**config.mk**
```make
export PLATFORM = sky130hd
export DESIGN_NAME = link_supply_sel
export DESIGN_NICKNAME = d
export VERILOG_FILES = /design/src/rtl/supsel_pkg.sv /design/src/rtl/supsel_level_cmp.sv /design/src/rtl/supsel_countdown.sv /design/src/rtl/supsel_fsm.sv /design/src/rtl/link_supply_sel.sv
export SDC_FILE = /design/constraint.sdc
export NUM_CORES = 1
export LEC_CHECK = 0
export CAP_MARGIN = 20
export CELL_PAD_IN_SITES_DETAIL_PLACEMENT = 2
export CELL_PAD_IN_SITES_GLOBAL_PLACEMENT = 2
export CORE_MARGIN = 3
export CORE_UTILIZATION = 30
export CTS_CLUSTER_DIAMETER = 30
export DETAILED_ROUTE_END_ITERATION = 10
export PLACE_DENSITY = 0.85
export SLEW_MARGIN = 20
export SYNTH_ARGS = -nofsm -noshare
export SYNTH_HDL_FRONTEND = slang
export SYNTH_SLANG_ARGS = --single-unit
```
**constraint.sdc**
```tcl
create_clock -name clk -period 7.1 [get_ports clk]
set_clock_uncertainty 0.2 [all_clocks]
set_input_delay 1.775 -clock clk [delete_from_list [all_inputs] [get_ports clk]]
set_output_delay 1.775 -clock clk [all_outputs]
set_load 0.02 [all_outputs]
```
**src/rtl/supsel_pkg.sv**
```systemverilog
package supsel_pkg;

    // Controller states; encoding is not decoded outside the FSM.
    typedef enum logic [1:0] {
        LOW_SUPPLY  = 2'd0,
        LEAD_WAIT   = 2'd1,
        HIGH_SUPPLY = 2'd2
    } sup_state_e;

endpackage

```
**src/rtl/supsel_level_cmp.sv**
```systemverilog
module supsel_level_cmp #(
    parameter int FILL_W = 6
) (
    input  logic [FILL_W-1:0] fill,
    input  logic [FILL_W-1:0] upper,
    input  logic [FILL_W-1:0] lower,
    output logic              above_upper,
    output logic              below_lower
);

    // Both comparisons are strict, so equality keeps the current rail.
    always_comb begin
        above_upper = (fill > upper);
        below_lower = (fill < lower);
    end

endmodule

```
**src/rtl/supsel_countdown.sv**
```systemverilog
module supsel_countdown #(
    parameter int W = 8
) (
    input  logic         clk,
    input  logic         rst_n,
    input  logic         load,
    input  logic [W-1:0] load_val,
    output logic         expired
);

    logic [W-1:0] remain;

    // Loads on request, otherwise counts down to zero and stays there.
    always_ff @(posedge clk or negedge rst_n) begin
        if (!rst_n) begin
            remain <= '0;
        end else if (load) begin
            remain <= load_val;
        end else if (remain != '0) begin
            remain <= remain - 1'b1;
        end
    end

    assign expired = (remain == '0);

endmodule

```
**src/rtl/supsel_fsm.sv**
```systemverilog
module supsel_fsm
    import supsel_pkg::*;
(
    input  logic clk,
    input  logic rst_n,
    input  logic above_upper,
    input  logic below_lower,
    input  logic hold_done,
    input  logic lead_done,
    output logic raise_evt,
    output logic drop_evt,
    output logic sel_high,
    output logic mode_fast
);

    sup_state_e state_q;
    sup_state_e state_d;

    // State register.
    always_ff @(posedge clk or negedge rst_n) begin
        if (!rst_n) begin
            state_q <= LOW_SUPPLY;
        end else begin
            state_q <= state_d;
        end
    end

    // Next state and transition events.
    always_comb begin
        state_d   = state_q;
        raise_evt = 1'b0;
        drop_evt  = 1'b0;
        unique case (state_q)
            LOW_SUPPLY: begin
                if (above_upper && hold_done) begin
                    state_d   = LEAD_WAIT;   // raise
                    raise_evt = 1'b1;
                end
            end
            LEAD_WAIT: begin
                if (lead_done) begin
                    state_d = HIGH_SUPPLY;   // settle
                end
            end
            HIGH_SUPPLY: begin
                if (below_lower && hold_done) begin
                    state_d  = LOW_SUPPLY;   // drop
                    drop_evt = 1'b1;
                end
            end
            default: begin
                state_d = LOW_SUPPLY;
            end
        endcase
    end

    // Output decode from the state register.
    always_comb begin
        sel_high  = 1'b0;
        mode_fast = 1'b0;
        unique case (state_q)
            LOW_SUPPLY:  begin sel_high = 1'b0; mode_fast = 1'b0; end
            LEAD_WAIT:   begin sel_high = 1'b1; mode_fast = 1'b0; end
            HIGH_SUPPLY: begin sel_high = 1'b1; mode_fast = 1'b1; end
            default:     begin sel_high = 1'b0; mode_fast = 1'b0; end
        endcase
    end

endmodule

```
**src/rtl/link_supply_sel.sv**
```systemverilog
module link_supply_sel #(
    parameter int FILL_W  = 6,
    parameter int TIMER_W = 8
) (
    input  logic               clk,
    input  logic               rst_n,
    input  logic [FILL_W-1:0]  fifo_fill,
    input  logic [FILL_W-1:0]  raise_level,
    input  logic [FILL_W-1:0]  lower_level,
    input  logic [TIMER_W-1:0] lead_cycles,
    input  logic [TIMER_W-1:0] hold_cycles,
    output logic               supply_hi,
    output logic               rate_fast
);

    logic above_upper;
    logic below_lower;
    logic hold_done;
    logic lead_done;
    logic raise_evt;
    logic drop_evt;
    logic any_change;

    supsel_level_cmp #(.FILL_W(FILL_W)) u_cmp (
        .fill        (fifo_fill),
        .upper       (raise_level),
        .lower       (lower_level),
        .above_upper (above_upper),
        .below_lower (below_lower)
    );

    assign any_change = raise_evt | drop_evt;

    // Minimum spacing between select changes.
    supsel_countdown #(.W(TIMER_W)) u_hold (
        .clk      (clk),
        .rst_n    (rst_n),
        .load     (any_change),
        .load_val (hold_cycles),
        .expired  (hold_done)
    );

    // Propagation lead of the control signal ahead of the data.
    supsel_countdown #(.W(TIMER_W)) u_lead (
        .clk      (clk),
        .rst_n    (rst_n),
        .load     (raise_evt),
        .load_val (lead_cycles),
        .expired  (lead_done)
    );

    supsel_fsm u_fsm (
        .clk         (clk),
        .rst_n       (rst_n),
        .above_upper (above_upper),
        .below_lower (below_lower),
        .hold_done   (hold_done),
        .lead_done   (lead_done),
        .raise_evt   (raise_evt),
        .drop_evt    (drop_evt),
        .sel_high    (supply_hi),
        .mode_fast   (rate_fast)
    );

endmodule

```
==> impl_metrics.toml <==
[routing]
drt_first_pass_iters = 4
viasPerCell = 5.22
drc = 0
drt_iter0_drc = 49
dr_total_vias = 1243
wirelength_microns = 4260
antenna_left = 0
wl_per_cell_microns = 17.9

[critical_path]
critPathKind = "input pin to flip-flop"
rr_startpoint = "u_hold.remain[0]"
start_kind = "input pin"
cpPeakStageDelay_ns = 0.47
r2r_cells = 7
rr_endpoint = "u_fsm.state_q[1]"
crit_family = "compound AO/OA/AOI/OAI gates"
critPathRequiredTime_ns = 7.04
critPathArrivalTime_ns = 4.24
critPathBufInv = 2
critPathSlowestCell = "clkdlybuf4s50_1"
r2r_setup_slack_ns = 4.27
critPathCaptureType = "flip-flop"
crit_path_max_fanout = 5
path_cells = "clkdlybuf4s50_1 > inv_1 > ha_1 > a41o_1 > a2111oi_2 > o21ai_0 > a222oi_1 > mux2_1"

[timing]
tns_ns = 0
final_max_slew_viol_count = 0
rsz0062_at_grt = "false"
tightest_slew_ns = 0.864
setup_viol = 0
slew-limit-headroom_pct = 42.2
max_freq_mhz = 232
finalHoldViolCount = 0
post-route-period-util_pct = 60.6
post-route-min-period_ns = 4.30

[grt]
grt_pass1_wl_microns = 7040
grt_overflow = 0
antenna_found_initial = 0
grt_start_max_net_pins = 19
gr-usage-all-layers_pct = 16.4
grt_pass1_vias = 1442

[finish]
drive_gt1_share_pct = 11.8
synthToLayoutAreaGrowth_pct = 34.1
num_antenna_cells = 0
fin_util_pct = 42.8
nets = 241
seq_area_sq_um = 450
nFillCells = 499
multi_input_area_sq_um = 895

[place]
gp_congestion = 0.818
dp_hpwl_microns = 3520
port-buffer-count = 37

[floorplanning]
fp.dieW_microns = 75.0
die_h_microns = 75.0
core_sq_um = 4470
rows = 24
start_util_pct = 31.9
die_area_sq_um = 5620
io_pins = 38

[clocking]
cts_root_buf = "clkbuf_8"
clkTransAtPathRegs_ns = 0.07
cts_buffers = 3
h-tree-depth = 1
post-cts-setup-buffers = 0
cts_hold_buf = 0
cts_tree = "built"
cts_max_path_buffers = 2
clk_latency_ns = 0.26
cts_resized = 0
clock_sinks = 18

[synthesis]
yosysUniqueCellTypes = 37
synth-main-ff-cell = "dfrtp_1"
yosysWarnings = 0
yosys-top-cells-area = "dfrtp_1 (32%), ha_1 (16%), mux2_2 (7.9%)"
synth_top_area_share_pct = 31.6
seq_area_frac_synth_pct = 31.6
ys_async_sr_fraction_pct = 100
synth.avg_cell_area_sq_um = 9.78
synth_top_area_cell = "dfrtp_1"
syn_nets = 200
syn_area_sq_um = 1430
synth_cells = 146
synth-edff-count = 0
ys_ff_latch = 18

[power]
finalPower_w = 0.000228
power.density_nw_per_um2 = 119
p_leak_nw = 0.915
ir_drop_v = 0.0000762

[min_path]
hold_path_class = "flip-flop to flip-flop"
hold_path_depth = 1
min-delay-start = "u_fsm.state_q[1]"
hold_end = "u_fsm.state_q[1]"

[run]
max-cap-violations = 0

[run_status]
outcome = "finished clean"
==> flip-flops by register name, indices dropped and copies added (netlist names) <==
register / cells
u_fsm.state_q: 2
u_hold.remain: 8
u_lead.remain: 8
==> per-stage QoR <==
stage	area (sq um)	std cells	setup slack (ns)	hold slack, ns
floorplan	1430	146	3.29	0.285
global placement	1860	234	2.70	0.299
detailed placement	1860	234	2.55	0.343
CTS	1910	238	2.82	0.364
global route	1910	238	2.64	0.427
finish	1910	238	2.80	0.357
==> routing by layer <==
metal / share of wire [%] / GRT usage, %
met5: 0 / 0
met4: 0.26 / 1.58
met3: 2.7 / 3.20
met2: 60 / 33.3
met1: 37 / 17.9
==> final cells by class <==
type                            count  area share (%)
Multi-Input combinational cell    106            46.7
Sequential cell                    18            23.5
Timing Repair Buffer               37            19.3
Inverter                           21            4.12
Tap cell                           52            3.40
Clock buffer                        4            2.88
==> kinds of logic after synthesis <==
group / Yosys count / share of synthesized area (%)
simple gates: 39 / 15.3
compound gates: 25 / 14.8
buf+inv: 22 / 5.78
fa+ha+maj: 18 / 15.8
flops: 18 / 31.6
xor+xnor: 12 / 7.36
mux: 12 / 9.38
==> synthesized netlist by cell type, types with 2 or more instances <==
| master | n |
|---|---|
| a21oi_1 | 7 |
| dfrtp_1 | 18 |
| ha_1 | 18 |
| inv_1 | 21 |
| mux2_2 | 10 |
| nand2_1 | 6 |
| nand2b_1 | 4 |
| nand3_1 | 2 |
| nand4_1 | 3 |
| nor2_1 | 11 |
| nor3_1 | 3 |
| nor4_1 | 2 |
| o21ai_0 | 3 |
| o2bb2ai_1 | 5 |
| xnor2_1 | 8 |
| xor2_1 | 4 |
==> placed cells by master (no fill, tap or decap) <==
cell             netlist  routed
a2111oi_2              1       1
a21bo_2                1       1
a21boi_0               1       1
a21o_1                 1       1
a21oi_1                7       7
a221o_1                1       1
a221oi_1               1       1
a222oi_1               1       1
a41o_1                 1       1
and3_1                 1       1
clkbuf_8               0       4
clkdlybuf4s50_1        0      37
dfrtp_1               18      18
ha_1                  18      18
inv_1                 21      21
mux2_1                 1       1
mux2_2                10      10
mux2i_1                1       1
nand2_1                6       6
nand2b_1               4       4
nand3_1                2       2
nand4_1                3       3
nand4b_1               1       1
nor2_1                11      11
nor2_2                 1       1
nor2_8                 1       1
nor3_1                 3       3
nor4_1                 2       2
o21ai_0                3       3
o22ai_2                1       1
o2bb2ai_1              5       5
o311ai_4               1       1
or2_2                  1       1
or3_1                  1       1
or3b_1                 1       1
or4_4                  1       1
xnor2_1                8       8
xor2_1                 4       4
==> worst max path at each step <==
| stage | depth (start not counted) | slack, ns | start | to |
|---|---|---|---|---|
| 6_report | 8 | 2.80 | lower_level[5] | u_fsm.state_q[1] |
| 4_1_cts | 8 | 2.82 | lower_level[5] | u_fsm.state_q[1] |
| 5_1_grt | 8 | 2.64 | lower_level[5] | u_fsm.state_q[1] |
| 2_1_floorplan | 7 | 3.29 | lower_level[5] | u_fsm.state_q[1] |
| 3_3_place_gp | 8 | 2.70 | lower_level[5] | u_fsm.state_q[1] |
| 3_5_place_dp | 8 | 2.55 | lower_level[5] | u_fsm.state_q[1] |
==> power breakdown <==
group | internal [W] | total [W] | switching, W
registers | 0.000102 | 0.000102 | 0
logic | 0.0000235 | 0.0000390 | 0.0000154
clock network | 0.0000493 | 0.0000865 | 0.0000372
total | 0.000175 | 0.000228 | 0.0000526
Power figures use the tool's default switching activity.
